### src/rtl/decim_rate_pkg.sv
package decim_rate_pkg;

   typedef enum logic [1:0] {
      RATIO_64  = 2'b00,
      RATIO_128 = 2'b01,
      RATIO_256 = 2'b10,
      RATIO_RSV = 2'b11
   } ratio_e;

   localparam int unsigned NUM_STAGES = 4;   // modulator divider + three filter stages

endpackage

### src/rtl/dr_phase_div.sv
module dr_phase_div #(
   parameter int unsigned CNT_W = 5
) (
   input  logic             clk,
   input  logic             clr,
   input  logic             en,
   input  logic [CNT_W-1:0] last,
   output logic             tick
);

   logic [CNT_W-1:0] phase_q;

   assign tick = en && (phase_q == last);

   always_ff @(posedge clk) begin
      if (clr)
         phase_q <= '0;
      else if (en)
         phase_q <= (phase_q == last) ? '0 : phase_q + 1'b1;
   end

endmodule

### src/rtl/dr_settle_timer.sv
module dr_settle_timer #(
   parameter int unsigned SW = 15
) (
   input  logic          clk,
   input  logic          clr,
   input  logic [SW-1:0] limit,
   output logic          done
);

   logic [SW-1:0] count_q;
   logic          done_q;

   assign done = done_q;

   always_ff @(posedge clk) begin
      if (clr) begin
         count_q <= '0;
         done_q  <= 1'b0;
      end else if (!done_q) begin
         count_q <= count_q + 1'b1;
         if (count_q == limit - 1'b1)
            done_q <= 1'b1;
      end
   end

endmodule

### src/rtl/decim_rate_seq.sv
module decim_rate_seq #(
   parameter int unsigned MOD_DIV     = 2,
   parameter int unsigned S1_DIV      = 4,
   parameter int unsigned MID_DIV_LO  = 8,
   parameter int unsigned S3_DIV      = 2,
   parameter int unsigned SETTLE_LO   = 7122,
   parameter int unsigned SETTLE_MID  = 14217,
   parameter int unsigned SETTLE_HI   = 27895,
   parameter bit          RSV_IS_HI   = 1'b1
) (
   input  logic       clk,
   input  logic       rst,
   input  logic       sync_i,
   input  logic [1:0] ratio_sel,
   output logic       mod_en,
   output logic       s1_en,
   output logic       s2_en,
   output logic       s3_en,
   output logic       drdy,
   output logic       settled
);
   import decim_rate_pkg::*;

   localparam int unsigned MID_DIV_HI = MID_DIV_LO * 4;
   localparam int unsigned CNT_W      = $clog2(MID_DIV_HI);
   localparam int unsigned SW         = $clog2(SETTLE_HI + 1);

   if (MOD_DIV < 2 || S1_DIV < 2 || S3_DIV < 2 || MID_DIV_LO < 2) begin : g_bad_div
      $error("decim_rate_seq: every divide ratio must be at least 2");
   end
   if (MOD_DIV > MID_DIV_HI || S1_DIV > MID_DIV_HI || S3_DIV > MID_DIV_HI) begin : g_bad_width
      $error("decim_rate_seq: fixed divide ratio exceeds phase counter range");
   end
   if (SETTLE_LO < 2 || SETTLE_MID < SETTLE_LO || SETTLE_HI < SETTLE_MID) begin : g_bad_settle
      $error("decim_rate_seq: settle counts must be at least 2 and non-decreasing");
   end

   logic       clr;
   ratio_e     mode_q;
   ratio_e     mode_eff;

   assign clr = rst | sync_i;

   always_ff @(posedge clk) begin
      if (rst)
         mode_q <= RATIO_64;
      else if (sync_i)
         mode_q <= ratio_e'(ratio_sel);
   end

   if (RSV_IS_HI) begin : g_rsv_hi
      assign mode_eff = (mode_q == RATIO_RSV) ? RATIO_256 : mode_q;
   end else begin : g_rsv_lo
      assign mode_eff = (mode_q == RATIO_RSV) ? RATIO_64 : mode_q;
   end

   logic [CNT_W-1:0] mid_last;
   logic [SW-1:0]    settle_lim;

   always_comb begin
      unique case (mode_eff)
         RATIO_128: begin
            mid_last   = CNT_W'(MID_DIV_LO * 2 - 1);
            settle_lim = SW'(SETTLE_MID);
         end
         RATIO_256, RATIO_RSV: begin
            mid_last   = CNT_W'(MID_DIV_HI - 1);
            settle_lim = SW'(SETTLE_HI);
         end
         default: begin
            mid_last   = CNT_W'(MID_DIV_LO - 1);
            settle_lim = SW'(SETTLE_LO);
         end
      endcase
   end

   logic [CNT_W-1:0]      last_v [NUM_STAGES];
   logic [NUM_STAGES:0]   en_chain;

   assign last_v[0] = CNT_W'(MOD_DIV - 1);
   assign last_v[1] = CNT_W'(S1_DIV - 1);
   assign last_v[2] = mid_last;
   assign last_v[3] = CNT_W'(S3_DIV - 1);
   assign en_chain[0] = 1'b1;

   for (genvar i = 0; i < NUM_STAGES; i++) begin : g_stage
      dr_phase_div #(.CNT_W(CNT_W)) u_div (
         .clk  (clk),
         .clr  (clr),
         .en   (en_chain[i]),
         .last (last_v[i]),
         .tick (en_chain[i+1])
      );
   end

   dr_settle_timer #(.SW(SW)) u_settle (
      .clk   (clk),
      .clr   (clr),
      .limit (settle_lim),
      .done  (settled)
   );

   assign mod_en = en_chain[1];
   assign s1_en  = en_chain[2];
   assign s2_en  = en_chain[3];
   assign s3_en  = en_chain[4];
   assign drdy   = en_chain[4] & settled;

endmodule

### config.mk
export PLATFORM = sky130hd
export DESIGN_NAME = decim_rate_seq
export DESIGN_NICKNAME = d
export VERILOG_FILES = /design/src/rtl/decim_rate_pkg.sv /design/src/rtl/dr_phase_div.sv /design/src/rtl/dr_settle_timer.sv /design/src/rtl/decim_rate_seq.sv
export SDC_FILE = /design/constraint.sdc
export NUM_CORES = 1
export LEC_CHECK = 0
export BUFFER_PORTS_ARGS = -buffer_cell sky130_fd_sc_hd__buf_2
export CAP_MARGIN = 15
export CORE_MARGIN = 10
export CORE_UTILIZATION = 27
export DETAILED_ROUTE_END_ITERATION = 12
export HOLD_SLACK_MARGIN = 0.06
export PLACE_DENSITY = 0.51
export SLEW_MARGIN = 20
export SYNTH_ARGS = -nofsm -noshare
export SYNTH_HDL_FRONTEND = slang
export SYNTH_SLANG_ARGS = --single-unit
### constraint.sdc
create_clock -name clk -period 5.2 [get_ports clk]
set_input_delay 1.04 -clock clk [delete_from_list [all_inputs] [get_ports clk]]
set_output_delay 1.04 -clock clk [all_outputs]
set_load 0.01 [all_outputs]
Word level (Yosys, flattened, before mapping)
Cells that the tools add are included.
{"block": "classes", "n_reduce_logical": 5, "n_addsub": 6, "n_eq_ne": 9, "bitwise_logic": 2, "muxes": 8}
{"op": "$pmux 15 s2", "n": 1}
{"op": "$add 5x1->5 const B", "n": 4}
{"op": "$add 15x1->15 const B", "n": 1}
{"op": "$eq 15x15->1", "n": 1}
{"op": "$mux 5", "n": 3}
{"op": "$sub 15x1->15 const B", "n": 1}
{"op": "$eq 5x1->1 const B", "n": 2}
{"op": "$pmux 5 s2", "n": 1}
{"op": "$eq 2x2->1 const B", "n": 3}
{"op": "$eq 5x2->1 const B", "n": 1}
{"op": "$eq 5x5->1", "n": 1}
{"op": "$reduce_or 2->1", "n": 2}
{"op": "$logic_and 1x1->1", "n": 3}
{"op": "$eq 2x1->1 const B", "n": 1}
{"op": "$mux 1", "n": 2}
{"op": "$mux 2", "n": 1}
{"op": "$and 1x1->1", "n": 1}
{"op": "$or 1x1->1", "n": 1}
{"block": "totals", "word_cells": 37, "register_bits": 38, "input_bits": 5}

Longest topological paths before layout
{"block": "logic_depth", "ltp_word": 9, "mapped_depth": 7}

Modules after synthesis
From an unflattened synthesis, not the netlist that was laid out.
{"block": "unflattened", "hier_cells": 271, "hier_area_um2": 2478.6}
{"module": "dr_settle_timer", "area_each_um2": 1211.2, "instances": 1, "cells_per_inst": 148, "seq_area_each_um2": 320.3}
{"module": "dr_phase_div", "area_each_um2": 289.0, "instances": 4, "cells_per_inst": 27, "seq_area_each_um2": 100.1}
{"module": "decim_rate_seq", "area_each_um2": 111.4, "instances": 1, "cells_per_inst": 15, "seq_area_each_um2": 40.0}

Worst setup path after synthesis
Ideal clock, no wire load.
{"block": "synth_timing", "kind": "flip-flop to output port", "start": "register g_stage[0].u_div.phase_q[0]", "end": "output port drdy", "path_slack_ps": 2496, "path_stages_with_launch": 7, "t_arrival_ps": 1664, "n_path_buf": 1, "path_cell_list": "dfxtp_1 ha_1 nor4b_4 buf_4 nand2_1 nor3_4 and3_1"}
{"block": "synth_between", "elab_chain_len": 5}
{"element": "start, declared", "line_no": "dr_phase_div.sv:11", "source": "logic [CNT_W-1:0] phase_q;"}
{"element": "start signal, assigned", "line_no": "dr_phase_div.sv:19", "source": "phase_q <= (phase_q == last) ? '0 : phase_q + 1'b1;"}
{"element": "$eq 5x1->1", "line_no": "dr_phase_div.sv:13", "source": "assign tick = en && (phase_q == last);"}
{"element": "net mod_en", "line_no": "decim_rate_seq.sv:15", "source": "output logic mod_en,"}
{"element": "$logic_and 1x1->1 (2 in series)", "line_no": "dr_phase_div.sv:13"}
{"element": "net s2_en", "line_no": "decim_rate_seq.sv:17", "source": "output logic s2_en,"}
{"element": "$logic_and 1x1->1", "line_no": "dr_phase_div.sv:13"}
{"element": "$and 1x1->1", "line_no": "decim_rate_seq.sv:107", "source": "assign drdy = en_chain[4] & settled;"}
{"element": "end, declared", "line_no": "decim_rate_seq.sv:19", "source": "output logic drdy,"}
The timed path passes the listed nets, and every way through them passes these cells.

Worst setup path in the final report
{"block": "layout_timing", "start": "register g_stage[0].u_div.phase_q[0]", "end": "output port drdy"}
{"block": "layout_between", "elab_chain_len": 5}
{"element": "$eq 5x1->1", "line_no": "dr_phase_div.sv:13"}
{"element": "$logic_and 1x1->1 (3 in series)", "line_no": "dr_phase_div.sv:13"}
{"element": "$and 1x1->1", "line_no": "decim_rate_seq.sv:107"}
Every way passes these cells.

==> summary.md <==
The most used flip-flop cell after synthesis is sky130_fd_sc_hd__dfxtp_1. The cell area that synthesis handed to floorplanning was 1870 um^2. The biggest area contributor in the post-synthesis netlist is sky130_fd_sc_hd__dfxtp_1. The DRC violation count after routing is 0. The critical hold path startpoint is g_stage[0].u_div.phase_q[0]$_SDFF_PP0_. The clock arrives with 0.00464 ns of skew. The data arrival time of the worst path came out at 2.37 ns. In the routed layout, each cell is associated on average with a via count of 5.04.

Path category of the worst min-delay check: flop to flop. The floorplan step defined a die boundary enclosing 10,700 um^2. For the via count of the first global-routing pass, the log shows 1,396.

The count of buffers added on input and output ports is 10. Once layout is done, the placed cells without fillers occupy 2080 um^2. Entering global routing, the biggest net connects 31 pins. For this design the ratio of total power to cell area is 255 nW/um^2. The detailed router placed 1,503 vias in this run. The worst register-to-register path begins at g_stage[0].u_div.phase_q[0]$_SDFF_PP0_. The proportion of synthesized chip area in sequential cells was 40.6%; the final total negative setup slack was 0 ns. The worst register-to-register path ends at g_stage[2].u_div.phase_q[3]$_SDFFE_PP0N_. The tool flagged a number of max-cap violations equal to 0. The distinct cell type count of the synthesized netlist was 43; the number of ports placed on the die boundary was 11. Starting DRC count in detailed routing: 174. Data on the critical path is required at its endpoint by 4.16 ns.

Among all cell types in the netlist, the one instantiated most often is sky130_fd_sc_hd__dfxtp_1. Static timing analysis puts the maximum clock frequency at 294 MHz. The number of gates resized after CTS was 0. At the later pin of the worst-skew pair, clock insertion delay measures 0.29 ns. The run finished with clean final reports. The wire length of the first global-routing pass was 6670 um.

The initial utilization of the core area, before any placement, comes to 27.7%. No sink is reached through more buffers than the 2 on the longest clock path. Number of max-slew violations in the final report: 0.

The global-route total usage across every layer came out at 7.75%. The worst setup path is launched from a flop. In this run the cell area measured after placement is 1980 um^2.

The number of antenna violations at the first check in global routing is 0. Walking the worst path, the cells encountered are ha_1 -> nor4b_4 -> nand2_1 -> nor3_4 -> and3_1 -> buf_2. Routability congestion estimate: 0.772. The number of instances in the synthesized netlist is 208.

For this run, the detailed router's first-pass iteration total came to 4. The number of hold-slack violations in the final timing report came out at 0. Clock-pin slew was measured on the worst setup and hold paths at 0.07 ns. The worst-margin pin slew is 0.991 ns. The logs give 720 for the number of fillers in the final layout and 2650 um for the estimated wirelength of the detail-placed design. After synthesis, the cell types taking the most area are sky130_fd_sc_hd__dfxtp_1 41%, sky130_fd_sc_hd__nor2_1 4.8%, sky130_fd_sc_hd__ha_1 4.7%. The number of nets at the end of the flow was 229; the time the final worst path needs with I/O delays and setup was 3.41 ns.

Maximum level of the CTS H-tree: 2. Dividing the detail-routed wire length by the instance count gives 12.8 um. After the flow finishes, the layout carries non-filler instances totaling 298. The area added between synthesis and finish is 10.8%, and the largest fanout on the critical path is 13. In this run the tightest slew margin relative to its limit is 33.5%.

Once placement completed, the tool counted placed cells totaling 290. Counting every sink on the clock net gives 38. Wires add up to 3810 um. In this run, CTS created clock tree buffers numbering 5. In this run the register-to-register setup slack is 2.94 ns. The run gives 0 as the number of diodes added for antenna fixing.

Synthesis produced a netlist with a net count of 220. For the hold slack, the log shows 0.475 ns. The instance count along the most critical hold path was 1. Setup violations remaining at the end of the flow were counted as 0. The largest single stage delay on the critical path is 0.60 ns. OpenSTA, run right after detailed placement, puts the worst setup slack at 2.10 ns. The startpoint-to-endpoint class of the critical path was flop to output pin. The buffer type at the clock tree root is sky130_fd_sc_hd__clkbuf_8. The post-synthesis async set-or-reset flop share is 0%. VDD sags by at most 0.000111 V. Measured along the x axis, the die boundary spans 103 um.

The category of the worst setup path capture point is an output pin. Number of storage elements in the synthesis netlist: 38. The height of the die was 103 um; the area share of the largest cell type after synthesis was 40.6%.

For this run, the number of Yosys warnings is 0. For this design, the slowest cell found on the critical path is sky130_fd_sc_hd__nor4b_4. For this design, the CTS-stage hold fixing added 0 buffers.

Sorting the synthesized cells by how often they occur yields 38 x sky130_fd_sc_hd__dfxtp_1, 24 x sky130_fd_sc_hd__nor2_1, 13 x sky130_fd_sc_hd__nand2_1, 10 x sky130_fd_sc_hd__a21oi_1. Once routing completed, OpenROAD measured the worst setup slack at 1.79 ns. The fraction of final layout cells with drive strength greater than 1 was 9.63%; the final critical-path share of the clock period was 65.5%. In this run the standard cell core region covers 6760 um^2. For the number of buffers added for setup after CTS, the log shows 0. The number of cells on the worst reg-to-reg path is 5.

Setup repair after global routing left no endpoint under its margin. The sink of the worst hold path was g_stage[0].u_div.phase_q[0]$_SDFF_PP0_. The synthesized design contains 0 enable-type register cells.

Summed over all layers, the global routing overflow is 0. The number of core rows is 30, and the leakage power is 0.684 nW. The average cell area after synthesis is 9.01 um^2.

In this run the remaining antenna-violating nets after routing total 0. TritonCTS built the clock tree.
[registers in the layout, indices dropped and copies added, names as in the netlist]
signal                 flops
u_settle.count_q          15
mode_q                     2
u_settle.done              1
g_stage.u_div.phase_q     20
[metrics by stage]
stage	power (mW)	utilization, %
after floorplan	0.321	-
after global placement	0.327	29.4
after detailed placement	0.327	29.4
after CTS	0.540	30.7
after global routing	0.551	30.7
final	0.528	30.7
[power breakdown]
part | internal (mW) | switching, mW | total [mW]
Clock | 0.107 | 0.101 | 0.208
Sequential | 0.294 | 0.00445 | 0.298
Combinational | 0.00821 | 0.0141 | 0.0223
Total | 0.409 | 0.120 | 0.528
[worst max-delay path, delay by kind of cell, from the launching register on]
kind	cells	cell delay [ns]
fa+ha+maj	1	0.16
buf+inv	1	0.13
flops	1	0.38
simple gates	4	1.40
[kinds of logic after synthesis]
logic type	Yosys count	synth area share, %
buffers and inverters	12	2.87
AOI/OAI and AO/OA	26	8.75
muxes	8	4.28
and+or+nand+nor	99	30.4
DFF	38	40.6
adders and majority gates	7	4.68
xor gates and xnor gates	18	8.42
[routing by layer]
layer	GRT usage (%)	vias to the layer above	share of wire, %
met5	0	-	0
met3	2.13	6	3.6
met1	10.1	705	52
met4	4.17	0	2.0
li1	-	773	-
met2	11.3	19	43
[how the worst max path moves through the flow]
| stage | startpoint | endpoint | slack, ns |
|---|---|---|---|
| 4_1_cts | g_stage[0].u_div.phase_q[0]$_SDFF_PP0_ | drdy | 1.78 |
| 2_1_floorplan | g_stage[0].u_div.phase_q[0]$_SDFF_PP0_ | drdy | 2.50 |
| 3_5_place_dp | g_stage[0].u_div.phase_q[0]$_SDFF_PP0_ | drdy | 2.10 |
| 6_report | g_stage[0].u_div.phase_q[0]$_SDFF_PP0_ | drdy | 1.79 |
| 5_1_grt | g_stage[0].u_div.phase_q[0]$_SDFF_PP0_ | s3_en | 1.65 |
| 3_3_place_gp | g_stage[0].u_div.phase_q[0]$_SDFF_PP0_ | drdy | 2.17 |
[area by class of cell]
type | count | area (um^2) | share of cell area, %
Tap cell | 80 | 100 | 4.82
Sequential cell | 38 | 761 | 36.6
Multi-Input combinational cell | 158 | 1060 | 51.0
Timing Repair Buffer | 10 | 50.0 | 2.41
Clock inverter | 1 | 5.00 | 0.241
Inverter | 4 | 15.0 | 0.723
Clock buffer | 7 | 86.3 | 4.16
[layout by cell type (no fill, tap or decap), types with 2 or more instances in the layout]
cell type / netlist / layout
sky130_fd_sc_hd__a21oi_1: 10 / 10
sky130_fd_sc_hd__and3_1: 2 / 2
sky130_fd_sc_hd__buf_2: 1 / 10
sky130_fd_sc_hd__clkbuf_8: 0 / 6
sky130_fd_sc_hd__dfxtp_1: 38 / 38
sky130_fd_sc_hd__ha_1: 7 / 7
sky130_fd_sc_hd__inv_1: 4 / 4
sky130_fd_sc_hd__mux2i_1: 8 / 8
sky130_fd_sc_hd__nand2_1: 13 / 13
sky130_fd_sc_hd__nand2b_1: 2 / 2
sky130_fd_sc_hd__nand3_1: 6 / 6
sky130_fd_sc_hd__nand4_1: 7 / 7
sky130_fd_sc_hd__nand4b_1: 5 / 5
sky130_fd_sc_hd__nor2_1: 24 / 24
sky130_fd_sc_hd__nor2b_1: 2 / 2
sky130_fd_sc_hd__nor3_1: 9 / 9
sky130_fd_sc_hd__nor4_1: 7 / 7
sky130_fd_sc_hd__o21ai_0: 7 / 7
sky130_fd_sc_hd__o31ai_1: 2 / 2
sky130_fd_sc_hd__or3_1: 9 / 9
sky130_fd_sc_hd__or4_1: 2 / 2
sky130_fd_sc_hd__xnor2_1: 9 / 9
sky130_fd_sc_hd__xor2_1: 9 / 9
No activity file was read; power rests on OpenSTA's default activity.
